==> config.mk <==
export PLATFORM = sky130hd
export DESIGN_NAME = err_thresh_counter
export DESIGN_NICKNAME = d
export VERILOG_FILES = /design/src/rtl/errcnt_pkg.sv /design/src/rtl/errcnt_count.sv /design/src/rtl/errcnt_limit.sv /design/src/rtl/errcnt_detect.sv /design/src/rtl/err_thresh_counter.sv
export SDC_FILE = /design/constraint.sdc
export NUM_CORES = 1
export LEC_CHECK = 0
export ABC_CLOCK_PERIOD_IN_PS = 4750
export BUFFER_PORTS_ARGS = -buffer_cell sky130_fd_sc_hd__buf_4
export CAP_MARGIN = 10
export CORE_UTILIZATION = 54
export DETAILED_ROUTE_END_ITERATION = 10
export PLACE_DENSITY = 0.89
export SYNTH_ARGS = -nofsm -noshare
export SYNTH_HDL_FRONTEND = slang
export SYNTH_SLANG_ARGS = --single-unit
export TNS_END_PERCENT = 50
==> constraint.sdc <==
create_clock -name clk -period 4.75 [get_ports clk]
set_input_delay 0.475 -clock clk [delete_from_list [all_inputs] [get_ports clk]]
set_output_delay 0.475 -clock clk [all_outputs]
set_load 0.01 [all_outputs]
==> src/rtl/errcnt_pkg.sv <==
package errcnt_pkg;
  localparam int unsigned BYTE_W = 8;

  typedef struct packed {
    logic cnt_clr;
    logic lim_wr;
    logic inc_req;
  } errcnt_req_t;

  function automatic int unsigned bytes_of(input int unsigned bits);
    return bits / BYTE_W;
  endfunction
endpackage

==> src/rtl/errcnt_count.sv <==
module errcnt_count #(
  parameter int unsigned CNT_W = 16
) (
  input  logic             clk,
  input  logic             rst_n,
  input  logic             clr,
  input  logic             inc,
  output logic [CNT_W-1:0] cnt_q,
  output logic [CNT_W-1:0] cnt_nxt,
  output logic             inc_done
);
  localparam logic [CNT_W-1:0] CNT_MAX = '1;

  function automatic logic [CNT_W-1:0] sat_step(input logic [CNT_W-1:0] v);
    return (v == CNT_MAX) ? v : v + 1'b1;
  endfunction

  always_comb begin
    inc_done = inc && !clr && (cnt_q != CNT_MAX);
    if (clr)
      cnt_nxt = '0;
    else if (inc)
      cnt_nxt = sat_step(cnt_q);
    else
      cnt_nxt = cnt_q;
  end

  always_ff @(posedge clk or negedge rst_n) begin
    if (!rst_n) cnt_q <= '0;
    else        cnt_q <= cnt_nxt;
  end
endmodule

==> src/rtl/errcnt_limit.sv <==
module errcnt_limit
  import errcnt_pkg::*;
#(
  parameter int unsigned CNT_W = 16,
  localparam int unsigned NB = CNT_W / BYTE_W
) (
  input  logic             clk,
  input  logic             rst_n,
  input  logic             we,
  input  logic [NB-1:0]    be,
  input  logic [CNT_W-1:0] wdata,
  output logic [CNT_W-1:0] lim_q
);
  for (genvar b = 0; b < NB; b++) begin : g_byte
    always_ff @(posedge clk or negedge rst_n) begin
      if (!rst_n)
        lim_q[b*BYTE_W +: BYTE_W] <= '0;
      else if (we && be[b])
        lim_q[b*BYTE_W +: BYTE_W] <= wdata[b*BYTE_W +: BYTE_W];
    end
  end
endmodule

==> src/rtl/errcnt_detect.sv <==
module errcnt_detect #(
  parameter int unsigned CNT_W = 16
) (
  input  logic             clk,
  input  logic             rst_n,
  input  logic             inc_done,
  input  logic             clr,
  input  logic [CNT_W-1:0] cnt_nxt,
  input  logic [CNT_W-1:0] lim_q,
  output logic             hit_q,
  output logic             clr_q
);
  function automatic logic reaches(input logic [CNT_W-1:0] nxt,
                                   input logic [CNT_W-1:0] lim);
    return (lim != '0) && (nxt == lim);
  endfunction

  logic hit_d;
  assign hit_d = inc_done && reaches(cnt_nxt, lim_q);

  always_ff @(posedge clk or negedge rst_n) begin
    if (!rst_n) begin
      hit_q <= 1'b0;
      clr_q <= 1'b0;
    end else begin
      hit_q <= hit_d;
      clr_q <= clr;
    end
  end
endmodule

==> src/rtl/err_thresh_counter.sv <==
module err_thresh_counter
  import errcnt_pkg::*;
#(
  parameter int unsigned CNT_W = 16,
  localparam int unsigned REG_W = 2 * CNT_W,
  localparam int unsigned NB_HALF = CNT_W / BYTE_W,
  localparam int unsigned NB_ALL = 2 * NB_HALF
) (
  input  logic              clk,
  input  logic              rst_n,
  input  logic              ev_err,
  input  logic              bus_we,
  input  logic [NB_ALL-1:0] bus_be,
  input  logic [REG_W-1:0]  bus_wdata,
  output logic [REG_W-1:0]  bus_rdata,
  output logic              thr_hit,
  output logic              stat_clear
);
  errcnt_req_t      req;
  logic             cnt_clr_w;
  logic             inc_done_w;
  logic [CNT_W-1:0] cnt_q;
  logic [CNT_W-1:0] cnt_nxt;
  logic [CNT_W-1:0] lim_q;
  logic             unused_cnt_data;

  always_comb begin
    req.cnt_clr = bus_we && (|bus_be[NB_HALF-1:0]);
    req.lim_wr  = bus_we && (|bus_be[NB_ALL-1:NB_HALF]);
    req.inc_req = ev_err;
  end

  assign cnt_clr_w       = req.cnt_clr;
  assign unused_cnt_data = ^{bus_wdata[CNT_W-1:0], req.lim_wr};

  errcnt_count #(.CNT_W(CNT_W)) u_count (
    .clk      (clk),
    .rst_n    (rst_n),
    .clr      (req.cnt_clr),
    .inc      (req.inc_req),
    .cnt_q    (cnt_q),
    .cnt_nxt  (cnt_nxt),
    .inc_done (inc_done_w)
  );

  errcnt_limit #(.CNT_W(CNT_W)) u_limit (
    .clk   (clk),
    .rst_n (rst_n),
    .we    (bus_we),
    .be    (bus_be[NB_ALL-1:NB_HALF]),
    .wdata (bus_wdata[REG_W-1:CNT_W]),
    .lim_q (lim_q)
  );

  errcnt_detect #(.CNT_W(CNT_W)) u_detect (
    .clk      (clk),
    .rst_n    (rst_n),
    .inc_done (inc_done_w),
    .clr      (req.cnt_clr),
    .cnt_nxt  (cnt_nxt),
    .lim_q    (lim_q),
    .hit_q    (thr_hit),
    .clr_q    (stat_clear)
  );

  assign bus_rdata = {lim_q, cnt_q};
endmodule

==> qor.csv <==
stage,metric,value,unit
status,status,finished clean,
synth,yosysWarnings,0,
synth,muxShareOfSynthArea,10.6,%
floorplan,ios,74,
setup_path,crit_path_start_kind,flop,
clock_network,cts_resized,0,
floorplan,die_width,64.1,µm
setup_path,r2r_end,u_detect.hit_q$_DFF_PN0_,
floorplan,core_area,0.00369,mm²
routing,m1WireLength,2320,µm
global_route,grt_pass1_vias,1970,
clock_network,cts_setup_buffers,0,
synth,synth_seq_cells,34,
clock_network,cts_tree,yes,
setup_path,timing.rr.start,u_count.cnt_q[5]$_DFF_PN0_,
routing,dr.pass1.iters,4,
timing,fin_skew,4.52,ps
timing,drv_slew,0,
timing,fin_crit,2720,ps
finish,insertedDiodeCount,0,
synth,yosysUniqueCellTypes,53,
timing,max-slew-margin-rel,57.2,%
clock_network,clock-sinks,34,
pwr,total_power,0.731,mW
pwr,p_per_area,281,mW/mm²
synth,synth_simple_gate_area_share,25.1,%
global_route,grt_max_degree,35,
finish,finalNetCount,305,
synth,synth_top_family_by_area,simple AND/OR/NAND/NOR gates,
synth,synth-edff-count,0,
routing,dr_wl_met3,563,µm
synth,syn-instance-count,210,
synth,syn_avg_cell_area,9.92,µm²
routing,route.top_layer_used,met4,
timing,finalSetupViolCount,0,
min_path,worst_hold_path_type,input port to asynchronous set/reset pin,
synth,synthesis.area,0.00208,mm²
placement,dp_hpwl,4080,µm
clock_network,numCtsBuffers,5,
global_route,grt_util_all_layers,31.2,%
global_route,gr-total-overflow,0,
setup_path,cp.arrival,2910,ps
synth,synthFlopType,dfrtp_1,
pwr,p_leak,1.11,nW
setup_path,r2r_cells,7,
clock_network,clk_pin_slew,70,ps
timing,fmax,368,MHz
clock_network,holdBufCountCts,0,
setup_path,path_max_fanout,10,
floorplan,start_util,56.5,%
placement,gp_congestion,0.949,
synth,synth-compound-area-share,14.1,%
global_route,grt_pass1_wl,9690,µm
finish,fill_cells,285,
timing,tns,0,ps
routing,num_vias,2019,
floorplan,dieArea,0.00411,mm²
routing,drt_iter0_drc,194,
synth,yosysSeqAreaShare,40.8,%
job,maxCapViolations,0,
placement,io_buffers,57,
floorplan,die_h,64.1,µm
setup_path,r2r_setup_slack,2030,ps
routing,drt-wirelength-per-cell,18.8,µm
synth,syn_nets,251,
finish,utilization,70.4,%
routing,wl,5860,µm
setup_path,endpoint_kind,flop,
finish,syn_to_final_growth,24.7,%
routing,post-route-drc-count,0,
routing,vias_per_cell,6.47,
synth,synthArstFlopShare,100,%
floorplan,rows,22,
setup_path,crit_required,4940,ps
pwr,irDropWorstVdd,0.311,mV
clock_network,root_buffer,clkbuf_8,
routing,met2WireLength,2750,µm
timing,rsz0062_at_grt,false,
timing,hold_violations,0,
clock_network,cts.path.max_buffers,2,
synth,synth_xor_xnor_area_share,4.62,%
finish,drive_gt1_share,35.2,%
global_route,antenna_found_initial,0,
clock_network,clock_latency,290,ps
synth,synthAdderAreaFrac,0.601,%
timing,tightest_slew,637,ps
routing,ant_nets,0,
setup_path,critical_path_class,flop to flop,
clock_network,htreeDepth,2,
timing,period_share,57.2,%
-- worst max-delay path by stage --
stage                                     endpoint  depth (start not counted)  slack, ps                       start
after floorplan           u_detect.hit_q$_DFF_PN0_                          9       2400  u_count.cnt_q[0]$_DFF_PN0_
after global placement    u_detect.hit_q$_DFF_PN0_                          8       2040                   bus_be[1]
after detailed placement  u_detect.hit_q$_DFF_PN0_                          8       2000                   bus_be[1]
after CTS                 u_detect.hit_q$_DFF_PN0_                          7       2100  u_count.cnt_q[5]$_DFF_PN0_
after global routing      u_detect.hit_q$_DFF_PN0_                          8       1870  u_count.cnt_q[0]$_DFF_PN0_
final                     u_detect.hit_q$_DFF_PN0_                          7       2030  u_count.cnt_q[5]$_DFF_PN0_
-- cells by family after synthesis --
kind of cell | Yosys count
AO/OA/AOI/OAI | 40
multiplexers | 20
flip-flops | 34
XOR/XNOR | 11
AND/OR/NAND/NOR | 87
buffers and inverters | 17
adder cells (fa/ha/maj) | 1
-- cell usage after synthesis (all sizes together), types with 5 or more instances --
master,number,area (µm²)
nor2,12,45.0
and4,5,43.8
dfrtp,34,851
xnor2,7,61.3
mux2,16,180
nand2,15,58.8
o21ai,10,50.1
nor4,11,81.3
and3,7,43.8
o211ai,5,37.5
nand4,10,83.8
nand3,8,40.0
inv,5,18.8
nor3,9,50.1
a31oi,6,37.5
buf,8,53.8
-- layout by cell type (no fill, tap or decap), types with 2 or more instances in the layout --
cell type / instances
buf_4: 58
dfrtp_1: 34
mux2_2: 16
nand2_1: 14
nor2_1: 12
o21ai_0: 10
nor4_1: 9
nand3_1: 8
nand4_1: 8
nor3_1: 8
and3_1: 7
xnor2_1: 7
a31oi_1: 6
and4_1: 5
inv_1: 5
o211ai_1: 5
clkbuf_8: 5
mux2i_1: 4
xor2_1: 4
a21oi_1: 3
a211oi_1: 2
nor4_2: 2
o32ai_1: 2
clkinvlp_4: 2
-- critical path, stage by stage (launching register included) --
cell and delay, ps:
dfrtp_1 560, nand3_1 300, or4_4 640, nand2_2 120, mux2i_1 250, a2bb2oi_1 260, nand4_1 170, nor4_2 320
-- through the flow --
stage	cell area, µm²	setup slack, ps	hold WS (ps)	cells
2_1_floorplan	2080	2400	179	210
3_3_place_gp	2510	2040	438	305
3_5_place_dp	2510	2000	442	305
4_1_cts	2600	2100	131	312
5_1_grt	2600	1870	142	312
6_report	2600	2030	116	312
-- registers in the layout, summed over array words and instances (netlist names) --
register and flops:
u_detect.clr_q 1, u_limit.lim_q 16, u_detect.hit_q 1, u_count.cnt_q 16
-- per-layer routing --
metal  vias up  global-route usage, %
li1        905                      -
met1       959                   40.2
met2       130                   49.3
met3        25                   6.61
met4         0                   16.4
met5         -                      0
-- layout make-up --
cell class,instances,area (µm²),area share (%)
clock buffers,5,68.8,2.65
clock inverters,2,15.0,0.578
well taps,48,60.1,2.31
multi-input cells,159,1140,44.1
flip-flops and latches,34,851,32.8
repair buffers,58,435,16.8
inverters,6,22.5,0.867
-- power breakdown --
group	internal, mW	switching [mW]	leakage (nW)	total, mW
logic	0.0864	0.0739	0.637	0.160
clock network	0.100	0.112	0.0362	0.212
registers	0.314	0.0440	0.435	0.358
total	0.500	0.230	1.11	0.731
Note: power is estimated with default switching activity, not from simulation.
